==> src/rtl/usr_pkg.sv <==
// Shared encodings for the universal shift register.
// Assumes a two-bit mode code; the values are fixed by the block's pin-level behaviour.
package usr_pkg;
    typedef enum logic [1:0] {
        MODE_HOLD = 2'b00,
        MODE_UP   = 2'b01,
        MODE_DOWN = 2'b10,
        MODE_LOAD = 2'b11
    } usr_mode_e;
endpackage

==> src/rtl/usr_next_state.sv <==
// Next-value selector for the register bits.
// Assumes WIDTH >= 2. A low clear overrides every mode.
module usr_next_state
    import usr_pkg::*;
#(
    parameter int WIDTH = 8
) (
    input  logic [WIDTH-1:0] cur_q,
    input  logic [1:0]       mode_sel,
    input  logic             clr_n,
    input  logic             ser_up,
    input  logic             ser_down,
    input  logic [WIDTH-1:0] par_in,
    output logic [WIDTH-1:0] nxt_q
);
    usr_mode_e mode;
    assign mode = usr_mode_e'(mode_sel);

    // Pick the value the register takes at the next edge.
    always_comb begin
        if (!clr_n) begin
            nxt_q = '0;
        end else begin
            unique case (mode)
                MODE_HOLD: nxt_q = cur_q;
                MODE_UP:   nxt_q = {cur_q[WIDTH-2:0], ser_up};
                MODE_DOWN: nxt_q = {ser_down, cur_q[WIDTH-1:1]};
                MODE_LOAD: nxt_q = par_in;
                default:   nxt_q = cur_q;
            endcase
        end
    end
endmodule

==> src/rtl/usr_bus_ctrl.sv <==
// Bus driver enable for the shared parallel lines.
// Assumes both enables are active low. The load mode always releases the bus.
module usr_bus_ctrl
    import usr_pkg::*;
(
    input  logic       oe_a_n,
    input  logic       oe_b_n,
    input  logic [1:0] mode_sel,
    output logic       drive
);
    logic loading;

    // Detect the mode that turns the bus into an input.
    always_comb loading = (usr_mode_e'(mode_sel) == MODE_LOAD);

    // Drive only when both enables are asserted and no load is selected.
    always_comb drive = !oe_a_n && !oe_b_n && !loading;
endmodule

==> src/rtl/univ_shift_reg.sv <==
// Universal shift/storage register with a shared parallel bus.
// Assumes a single clock and a synchronous active-low clear. The bus is split into
// in, out and drive-enable; pad tristate logic lives outside this block.
module univ_shift_reg
    import usr_pkg::*;
#(
    parameter int WIDTH = 8
) (
    input  logic             clk,
    input  logic             rst_n,
    input  logic [1:0]       mode_sel,
    input  logic             ser_in_up,
    input  logic             ser_in_down,
    input  logic             oe_a_n,
    input  logic             oe_b_n,
    input  logic [WIDTH-1:0] bus_in,
    output logic [WIDTH-1:0] bus_out,
    output logic             bus_drive,
    output logic             tap_lsb,
    output logic             tap_msb
);
    localparam int MSB = WIDTH - 1;

    logic [WIDTH-1:0] store_q;
    logic [WIDTH-1:0] store_d;

    usr_next_state #(.WIDTH(WIDTH)) u_next (
        .cur_q    (store_q),
        .mode_sel (mode_sel),
        .clr_n    (rst_n),
        .ser_up   (ser_in_up),
        .ser_down (ser_in_down),
        .par_in   (bus_in),
        .nxt_q    (store_d)
    );

    usr_bus_ctrl u_bus (
        .oe_a_n   (oe_a_n),
        .oe_b_n   (oe_b_n),
        .mode_sel (mode_sel),
        .drive    (bus_drive)
    );

    // Register the selected next value on each rising edge.
    always_ff @(posedge clk) begin
        store_q <= store_d;
    end

    assign bus_out = store_q;
    assign tap_lsb = store_q[0];
    assign tap_msb = store_q[MSB];

    assert_hold_R1: assert property (@(posedge clk) disable iff (!rst_n)
        (mode_sel == 2'b00) |=> (store_q == $past(store_q)));

    assert_shift_up_R2: assert property (@(posedge clk) disable iff (!rst_n)
        (mode_sel == 2'b01) |=> (store_q == {$past(store_q[MSB-1:0]), $past(ser_in_up)}));

    assert_shift_down_R3: assert property (@(posedge clk) disable iff (!rst_n)
        (mode_sel == 2'b10) |=> (store_q == {$past(ser_in_down), $past(store_q[MSB:1])}));

    assert_load_R4: assert property (@(posedge clk) disable iff (!rst_n)
        (mode_sel == 2'b11) |=> (store_q == $past(bus_in)));

    assert_clear_R5: assert property (@(posedge clk)
        (!rst_n) |=> (store_q == '0));

    assert_load_releases_bus_R6: assert property (@(posedge clk) disable iff (!rst_n)
        (mode_sel == 2'b11) |-> !bus_drive);

    assert_enable_gates_bus_R6: assert property (@(posedge clk) disable iff (!rst_n)
        (oe_a_n || oe_b_n) |-> !bus_drive);

    assert_tap_entry_R7: assert property (@(posedge clk) disable iff (!rst_n)
        (mode_sel == 2'b01) |=> (tap_lsb == $past(ser_in_up)));
endmodule

==> config.mk <==
export PLATFORM = sky130hd
export DESIGN_NAME = univ_shift_reg
export DESIGN_NICKNAME = d
export VERILOG_FILES = /design/src/rtl/usr_pkg.sv /design/src/rtl/usr_next_state.sv /design/src/rtl/usr_bus_ctrl.sv /design/src/rtl/univ_shift_reg.sv
export SDC_FILE = /design/constraint.sdc
export NUM_CORES = 1
export LEC_CHECK = 0
export ABC_AREA = 1
export BUFFER_PORTS_ARGS = -buffer_cell sky130_fd_sc_hd__clkbuf_2
export CORE_MARGIN = 2
export CORE_UTILIZATION = 30
export CTS_CLUSTER_DIAMETER = 50
export DETAILED_ROUTE_END_ITERATION = 6
export GPL_TIMING_DRIVEN = 1
export MAX_ROUTING_LAYER = met4
export PLACE_DENSITY = 0.66
export SLEW_MARGIN = 20
export SYNTH_ARGS = -nofsm -noshare
export SYNTH_HDL_FRONTEND = slang
export SYNTH_SLANG_ARGS = --single-unit
==> constraint.sdc <==
create_clock -name clk -period 1.15 [get_ports clk]
set_input_delay 0.1725 -clock clk [delete_from_list [all_inputs] [get_ports clk]]
set_output_delay 0.1725 -clock clk [all_outputs]
set_load 0.03 [all_outputs]
-- Word level (Yosys, flattened, before mapping)
Cells that the tools add are included.
- memories kept: 0
- output and inout bits: 11
- RAM bits: 0
- input port bits: 16
- bits in latches: 0
- ROM bits: 0
- logic and storage cells: 11
- flip-flop bits (word level): 8
- multiply operators: 0
- magnitude comparators: 0
- muxes and demuxes: 1
- shift operators: 0
- divide/modulo/power cells: 0
- reduce and logical (&&, ||, !) cells: 6
- bitwise logic cells: 0
- eq/ne operators: 3
- add/subtract/negate cells: 0
- operators by type and width (cell ; number):
    $pmux 8 s3 ; 1
    $eq 2x2->1 const B ; 2
    $logic_not 1->1 ; 3
    $eq 2x1->1 const B ; 1
    $logic_and 1x1->1 ; 2
    $logic_not 2->1 ; 1

-- Longest topological paths before layout
Gate-level depths: netlist (run 1).
- depth in word-level cells: 3
- mapped depth: 6
- mapped depth without buffers: 6

-- By module
A second synthesis (run 1) with hierarchy kept.
- cells, all modules: 84
- area, all modules: 523.0 um^2
- by module, submodules not included (module ; cells each ; area each (um^2) ; instances):
    usr_next_state ; 70 ; 332.8 ; 1
    univ_shift_reg ; 10 ; 175.2 ; 1
    usr_bus_ctrl ; 4 ; 15.0 ; 1

-- Worst setup path before layout (run 1)
Ideal clock, no wire load.
- path kind: flip-flop to output port
- from: register store_q[0], in the netlist bus_out[0]
- to: output bus_out[0]
- cell stages (with the launch flop): 2
- data arrival time: 0.750 ns
- setup slack: 0.228 ns
- path through: dfxtp_1 > buf_4
- RTL lines (item ; line ; source):
    start: declaration ; univ_shift_reg.sv:24 ; logic [WIDTH-1:0] store_q;
    start signal: assignment ; univ_shift_reg.sv:46 ; store_q <= store_d;
    end: declaration ; univ_shift_reg.sv:17 ; output logic [WIDTH-1:0] bus_out,
No word-level cell between the ends.

-- Final worst setup path (run 1)
- from: register store_q[6], in the netlist bus_out[6]
- to: output bus_out[6]
No word-level cell between the ends.

==> impl_results.md, run 1 <==
* RSZ-0062 raised after global routing: no
* Area growth syn-to-layout at 28.0%
* DRT Pass-1 Iters at 3
* DRT iter0 DRCs at 19
* CP bufs+invs at 1
* Hold Crit Class: in -> reg
* Slew Limit Fails at 0
* Initial core utilization at 31.3%
* Critical path cell sequence: clkbuf_2
* Hold buffer count at CTS at 0
* Clock share of power at 30.3%
* Postcts setup bufs at 0
* Final Cycle Share at 91.6%
* Internal power at between 0.0004 and 0.0005 W
* All-Layer GR Usage at ~14%
* Mean routed wirelength per cell at between 10 and 15 um
* Final ANT Viol Nets at 0
* Worst setup EP type: output port
* Gr ovfl total at 0
* Commonest non-fill, non-tap cell in the layout: clkbuf_2
* Die X at 46.0 um
* Cell taking the most area after synthesis: dfxtp_1
* Yosys cell types at 13
* Slowest cell on the critical path: dfxtp_1
* Arrival @ worst endpoint at ~900 ps
* Comb power frac at 28.0%
* Drt drc at 0
* Top post-synthesis cells by area: dfxtp_1 30%, nand3_1 14%, nand2_1 12%
* Sw power at around 0.00027 W
* Setup CP Type: reg -> out
* Vias at 602
* Num CTS Buffers at 3
* Clk sinks at 8
* Core Region at 1690 sq um
* Clock root cell: clkbuf_4
* # port buffers at 26
* Register area at about 160 sq um
* Post-synthesis sequential area ratio at 30.3%
* Antenna diodes at 0
* P_leak at 0.401 nW
* PostCTS Resize Cnt at 0
* Crit path max-delay family: flip-flops
* Relative slew slack at a little over four fifths
* Avg Cell Area, Syn at about 6.3 sq um
* Vias in the first global route at roughly 510
* Synth Instances at between 80 and 90
* GPL Wtd Cong at 0.824
* Area of the multi-input gates at about 290 sq um
* Yosys reg bits at 8
* Status: complete, no violations
* PwrDens at between 1000 and 1500 nW/um^2
* CTS tree: done
* Final setup viols at 0
* Yosys warns at 0
* Worst EP required at 980 ps
* Synthesized Nets at 100
* Max reg flops at 8
* Worst slew pin tran at between 200 and 250 ps
* Post-Route WL at ~1300 um
* Vias per std cell at around 4.7
* Achievable Freq at 949 MHz
* Sequential share of power at approximately two fifths
* Largest net degree at the start of global routing at 14
* Clk slew on worst S/H paths at ~60 ps
* Final TNS setup at 0 ps
* Min Hold Slack at between 150 and 200 ps
* Switching Fraction at 35.3%
* Highest-count cells in the layout ignoring fill and taps: 26 x clkbuf_2, 17 x nand2_1, 15 x nand3_1
* Critical path peak fanout at 4
* H-tree depth at 1
* Max VDD drop at 0.365 mV
* Share of cells above drive strength 1 at approximately a third
* Slowest stage delay, CP at between 300 and 400 ps
* Post-DP HPWL at approximately 1000 um
* Worst R2R Setup Slack at between 300 and 400 ps
* Mapped Area at between 500 and 600 sq um
* Core Rows at 15
* Clock Skews at 0.418 ps
* Final core utilization at about two fifths
* First-pass GRT wire length at 2060 um
* Die Height at 46.0 um
* Worst-case clock buffer depth at 2
* Io pins at 27
* Nets at between 100 and 150
* Fin crit period at around 1100 ps
* Worst skew pair latency at ~260 ps
* Filler cells at around 200
* Total die area at roughly 2100 sq um
* Max-cap violations at 0
* Top-area cell type share of the netlist area at a little under a third
* Startpoint types: flop
* Final Hold Vio Count at 0
* Antenna violations before repair at 0
-- cell families (layout without fill, tap and decap cells) --
logic type	Yosys count	count (layout)	synth area share (%)
flops	8	8	30.3
buf+inv	17	43	15.6
simple gates	47	47	37.4
compound gates	12	12	16.6
-- area by class of cell --
| type | instances | share of cell area [%] |
|---|---|---|
| Clock buffer | 3 | 3.33 |
| Inverter | 13 | 7.22 |
| Multi-Input combinational cell | 59 | 42.2 |
| Sequential cell | 8 | 23.7 |
| Tap cell | 17 | 3.15 |
| Timing Repair Buffer | 27 | 20.4 |
-- through the flow --
| step | cells | worst slack [ps] | cell area [sq um] | total power, W |
|---|---|---|---|---|
| 2_1_floorplan | 84 | 228 | 528 | 0.000478 |
| 3_3_place_gp | 124 | 129 | 653 | 0.000540 |
| 3_5_place_dp | 124 | 118 | 653 | 0.000541 |
| 4_1_cts | 127 | 74.9 | 676 | 0.000776 |
| 5_1_grt | 127 | 47.0 | 676 | 0.000811 |
| 6_report | 127 | 96.2 | 676 | 0.000767 |
-- worst reg2reg max path: stages (launching register included) --
cell and delay (ps):
dfxtp_1 380, inv_1 70, a21oi_1 150, nand2_1 70, inv_1 50
-- routing by layer --
metal | wire (um) | vias to the layer above | track usage (%) | share of wire [%]
met5 | 0 | - | - | 0
met4 | 48 | 0 | 10.3 | 3.7
met3 | 61 | 5 | 2.38 | 4.7
met2 | 554 | 19 | 18.9 | 43
met1 | 626 | 259 | 18.6 | 48
li1 | - | 319 | - | -
-- synth_stat cells --
master,instances
a21oi_1,3
buf_4,3
buf_6,1
dfxtp_1,8
inv_1,12
inv_2,1
nand2_1,17
nand2_2,1
nand3_1,15
nor2_1,14
o21ai_0,4
o21bai_1,1
o21bai_2,4
-- power by group through the flow --
| stage | sequential [W] | clock, W | combinational [W] |
|---|---|---|---|
| after detailed placement | 0.000326 | 0 | 0.000215 |
| after CTS | 0.000320 | 0.000239 | 0.000217 |
| after global placement | 0.000326 | 0 | 0.000215 |
| after floorplan | 0.000362 | 0 | 0.000116 |
| final | 0.000320 | 0.000233 | 0.000215 |
| after global routing | 0.000322 | 0.000248 | 0.000241 |
-- path summary, 6_finish.rpt --
kind | startpoint | end | cells after the start
min reg2reg | bus_out[7]$_SDFFE_PN0P_ | bus_out[7]$_SDFFE_PN0P_ | 2
max reg2reg | bus_out[5]$_SDFFE_PN0P_ | bus_out[5]$_SDFFE_PN0P_ | 4
min | rst_n | bus_out[7]$_SDFFE_PN0P_ | 3
max | bus_out[6]$_SDFFE_PN0P_ | bus_out[6] | 1
Power figures use the tool's default switching activity.
==> run 2: changes to the inputs <==
PLACE_DENSITY = default   (was 0.66)
==> run 2 against run 1 <==
Against the previous run: setup slack worse by 9.3 ps; total power is 2.4% lower; worst hold slack better by 7.1 ps; cell count stayed put; die area stayed put; largest cell class unchanged; first-iteration DRC count is 47% lower; sequential power hardly changed.
==> impl_results.md, run 2 (synthesis results as in run 1) <==
* Worst-case clock buffer depth at 2
* Critical path peak fanout at 4
* Mean routed wirelength per cell at between 9 and 10 um
* Startpoint types: flop
* Max VDD drop at about 0.36 mV
* Num CTS Buffers at 3
* Antenna diodes at 0
* H-tree depth at 1
* Non-filler instance count after layout at between 100 and 150
* Initial core utilization at approximately 31%
* Nets at about 130
* GPL Wtd Cong at 0.803
* Highest-count cells in the layout ignoring fill and taps: 26 x clkbuf_2, 17 x nand2_1, 15 x nand3_1
* Vias in the first global route at 460
* # port buffers at 26
* Area growth syn-to-layout at 28.0%
* Slowest cell on the critical path: dfxtp_1
* P_leak at about 0.40 nW
* Core Region at around 1700 sq um
* Setup CP Type: reg -> out
* Clock root cell: clkbuf_4
* Arrival @ worst endpoint at approximately 900 ps
* Critical path cell sequence: clkbuf_2
* Max reg flops at 8
* Largest net degree at the start of global routing at 14
* DRT Pass-1 Iters at 4
* Vias at about 600
* Final ANT Viol Nets at 0
* Max-cap violations at 0
* First-pass GRT wire length at around 1900 um
* Final setup viols at 0
* RSZ-0062 raised after global routing: no
* Achievable Freq at 941 MHz
* Commonest non-fill, non-tap cell in the layout: clkbuf_2
* CTS tree: done
* Hold Crit Class: in -> reg
* Fin crit period at 1060 ps
* Postcts setup bufs at 0
* Dpl cells at ~120
* Gr ovfl total at 0
* Min Hold Slack at about 180 ps
* Crit path max-delay family: flip-flops
* Share of cells above drive strength 1 at 32.7%
* Final Cycle Share at slightly above 90%
* Antenna violations before repair at 0
* CP bufs+invs at 1
* Total die area at approximately 2100 sq um
* Slowest stage delay, CP at 400 ps
* Post-layout worst setup margin at approximately 87 ps
* All-Layer GR Usage at around an eighth
* Status: complete, no violations
* Slew Limit Fails at 0
* Die Height at ~46 um
* Final TNS setup at 0 ps
* Core Rows at 15
* Io pins at 27
* PwrDens at around 1100 nW/um^2
* Final Hold Vio Count at 0
* Hold buffer count at CTS at 0
* Clk slew on worst S/H paths at ~60 ps
* Worst setup EP type: output port
* Worst slew pin tran at ~240 ps
* Worst EP required at 980 ps
* Drt drc at 0
* R2R Path Start: bus_out[1]$_SDFFE_PN0P_
* Clk sinks at 8
* Die X at approximately 46 um
* Hold wc startpoint: rst_n
* Filler cells at slightly below 200
* Worst skew pair latency at about 250 ps
* Origin of the worst setup path: bus_out[0]$_SDFFE_PN0P_
* Post-Route WL at roughly 1300 um
* Vias per std cell at 4.60
* Relative slew slack at a little over four fifths
* Dpl ws at 110 ps
* Post-DP HPWL at 1030 um
* Clock Skews at approximately 3.5 ps
* DRT iter0 DRCs at 10
* PostCTS Resize Cnt at 0
## run 2: cell counts in the layout (fill, tap and decap cells not counted)
No cell type changed its count.
## run 2: path summary, 6_finish.rpt
check	end	slack (ps)	depth (start not counted)
max	tap_lsb	90	1
min	bus_out[7]$_SDFFE_PN0P_	180	3
max reg2reg	bus_out[1]$_SDFFE_PN0P_	390	4
min reg2reg	bus_out[7]$_SDFFE_PN0P_	590	2
## run 2: final cells by class
cell class	instances	area [sq um]	share of cell area [%]
Clock buffer	3	22.5	3.33
Tap cell	17	21.3	3.15
Sequential cell	8	160	23.7
Multi-Input combinational cell	59	285	42.2
Timing Repair Buffer	27	138	20.4
Inverter	13	48.8	7.22
## run 2: power breakdown
part	internal, W	switching [W]	total (W)
logic	0.0000775	0.000136	0.000213
registers	0.000298	0.0000228	0.000321
clock network	0.000119	0.0000955	0.000215
total	0.000495	0.000254	0.000749
## run 2: worst register-to-register path: cells and delay by family (launching register included)
family                 cells  cell delay, ps
AOI/OAI and AO/OA          1             150
buffers and inverters      2             120
DFF                        1             370
and+or+nand+nor            1              70
## run 2: layer usage
metal / share of wire [%] / wire [um] / global-route usage, % / vias up
met5: 0 / 0 / - / -
met4: 1.5 / 19 / 8.57 / 0
met3: 4.5 / 57 / 1.19 / 2
met2: 49 / 618 / 19.2 / 18
met1: 45 / 566 / 16.7 / 247
li1: - / - / - / 317
## run 2: through the flow
stage / area [sq um] / total power, W / util (%)
after floorplan: 528 / 0.000478 / -
after global placement: 653 / 0.000542 / 38.7
after detailed placement: 653 / 0.000543 / 38.7
after CTS: 676 / 0.000762 / 40.0
after global routing: 676 / 0.000805 / 40.0
final: 676 / 0.000749 / 40.0
==> run 3: changes to the inputs <==
SYNTH_HIERARCHICAL = 1   (was default)
==> run 3 against run 2 <==
Against the previous run: critical path depth is the same; register-to-register slack gained 20 ps; clock skew grew 1.3 ps; worst hold slack gained 64 ps; synthesized cell count is the same; sequential cell count is the same; clock power is essentially flat.
==> impl_results.md, run 3 <==
* Crit path max-delay family: flip-flops
* Synthesized Nets at 100
* Drt drc at 0
* Final setup viols at 0
* Critical path cell sequence: clkbuf_2
* Highest-count cells in the layout ignoring fill and taps: 26 x clkbuf_2, 18 x nand3_1, 17 x nor2_1
* Final ANT Viol Nets at 0
* Mapped Area at between 500 and 600 sq um
* Avg Cell Area, Syn at 6.23 sq um
* Max reg flops at 8
* Area growth syn-to-layout at 27.5%
* Final Cycle Share at 89.9%
* Io pins at 27
* Initial core utilization at a little under a third
* Post-synth EDFFs at 0
* Share of flip-flops with an asynchronous set or reset at 0%
* Top-area cell type share of the netlist area at between 30 and 40%
* Hold buffer count at CTS at 0
* Mean routed wirelength per cell at around 9.7 um
* Final TNS setup at 0 ps
* Worst skew pair latency at around 250 ps
* DRT Pass-1 Iters at 4
* Die Height at around 46 um
* Synth Instances at 84
* Met2 WL at roughly 510 um
* Post-Route WL at 1240 um
* Worst EP required at roughly 980 ps
* Clock root cell: clkbuf_4
* Commonest non-fill, non-tap cell in the layout: clkbuf_2
* Core Region at about 1700 sq um
* Cell taking the most area after synthesis: dfxtp_1
* Slowest stage delay, CP at around 380 ps
* Largest net degree at the start of global routing at 12
* PwrDens at ~1100 nW/um^2
* Metal3 WL at 68 um
* Num CTS Buffers at 3
* Vias in the first global route at roughly 450
* Yosys warns at 6
* Antenna diodes at 0
* Vias per std cell at between 4 and 5
* Clk sinks at 8
* Post-DP HPWL at 932 um
* Vias at between 500 and 600
* DRT iter0 DRCs at 10
* Most instantiated cells after synthesis: 18 x nand3_1, 17 x nor2_1, 12 x nand2_1, 8 x dfxtp_1
* Hold Crit Class: in -> reg
* RSZ-0062 raised after global routing: no
* Worst slew pin tran at ~200 ps
* Startpoint types: flop
* First-pass GRT wire length at 1950 um
* Status: complete, no violations
* P_leak at ~0.37 nW
* Max VDD drop at a little over 0.5 mV
* Core Rows at 15
* PostCTS Resize Cnt at 0
* Die X at ~46 um
* GPL Wtd Cong at slightly above 0.8
* Top post-synthesis cells by area: dfxtp_1 31%, nand3_1 17%, nor2_1 12%
* Most used flip-flop cell after synthesis: dfxtp_1
* Final Hold Vio Count at 0
* Nets at between 100 and 150
* Achievable Freq at 967 MHz
* Relative slew slack at between 80% and 90%
* Critical path peak fanout at 4
* Total die area at about 2100 sq um
* Most instantiated library cell after synthesis: nand3_1
* H-tree depth at 1
* Yosys cell types at 12
* Arrival @ worst endpoint at 860 ps
* Worst setup EP type: output port
* CTS tree: done
* Setup CP Type: reg -> out
* Clk slew on worst S/H paths at approximately 60 ps
* Gr ovfl total at 0
* Slowest cell on the critical path: dfxtp_1
* Post-synthesis sequential area ratio at between 30% and 40%
* Met1 Wirelength at 661 um
* Postcts setup bufs at 0
* # port buffers at 26
* Top sig layer: met3
* Total Power at approximately 0.00074 W
* Slew Limit Fails at 0
* CP bufs+invs at 1
* Worst-case clock buffer depth at 2
* All-Layer GR Usage at between 10% and 20%
* Clock Skews at 4.83 ps
* Fin crit period at between 1000 and 1500 ps
* Antenna violations before repair at 0
* Share of cells above drive strength 1 at between 30% and 40%
* Max-cap violations at 0
* Yosys reg bits at 8
run 3: cell types whose count changed after synthesis, sizes merged:
cell    previous run  this run
nand3             15        18
nand2             18        13
buf                4         6
a21oi              3         6
o21bai             5         0
inv               13         8
o21ai              4         8
nor2              14        17
run 3: cell type report:
| type | instances | area [sq um] |
|---|---|---|
| clock buffers | 3 | 22.5 |
| flip-flops and latches | 8 | 160 |
| inverters | 8 | 30.0 |
| well taps | 17 | 21.3 |
| repair buffers | 29 | 153 |
| fillers | 188 | 1020 |
| multi-input cells | 62 | 280 |
run 3: logic make-up (layout without fill, tap and decap cells):
group | Yosys count | after routing | synth area share, %
buffers and inverters | 14 | 40 | 15.8
DFF | 8 | 8 | 30.6
AOI/OAI and AO/OA | 14 | 14 | 13.4
and+or+nand+nor | 48 | 48 | 40.2
run 3: stage by stage:
stage / setup WS [ps] / hold WS [ps] / cells / area [sq um] / util [%]
final: 116 / 245 / 127 / 667 / 39.5
after global routing: 69.9 / 244 / 127 / 667 / 39.5
after CTS: 110 / 235 / 127 / 667 / 39.5
after detailed placement: 180 / 503 / 124 / 644 / 38.1
after global placement: 217 / 496 / 124 / 644 / 38.1
after floorplan: 245 / 314 / 84 / 523 / -
run 3: power breakdown:
part           total [W]  internal, W  switching, W
logic           0.000215    0.0000760      0.000139
clock network   0.000212     0.000119     0.0000930
registers       0.000317     0.000298     0.0000186
total           0.000743     0.000493      0.000250
run 3: worst paths after layout:
path	start	endpoint	slack [ps]	cells past startpoint
min	rst_n	bus_out[7]$_DFF_P_	240	3
min reg2reg	bus_out[6]$_DFF_P_	bus_out[6]$_DFF_P_	560	2
max	bus_out[6]$_DFF_P_	bus_out[6]	120	1
max reg2reg	bus_out[1]$_DFF_P_	bus_out[0]$_DFF_P_	410	4
run 3: layer usage:
layer,up-vias,GRT usage (%)
li1,325,-
met1,247,18.8
met2,20,16.6
met3,0,4.76
met4,0,5.14
met5,-,-
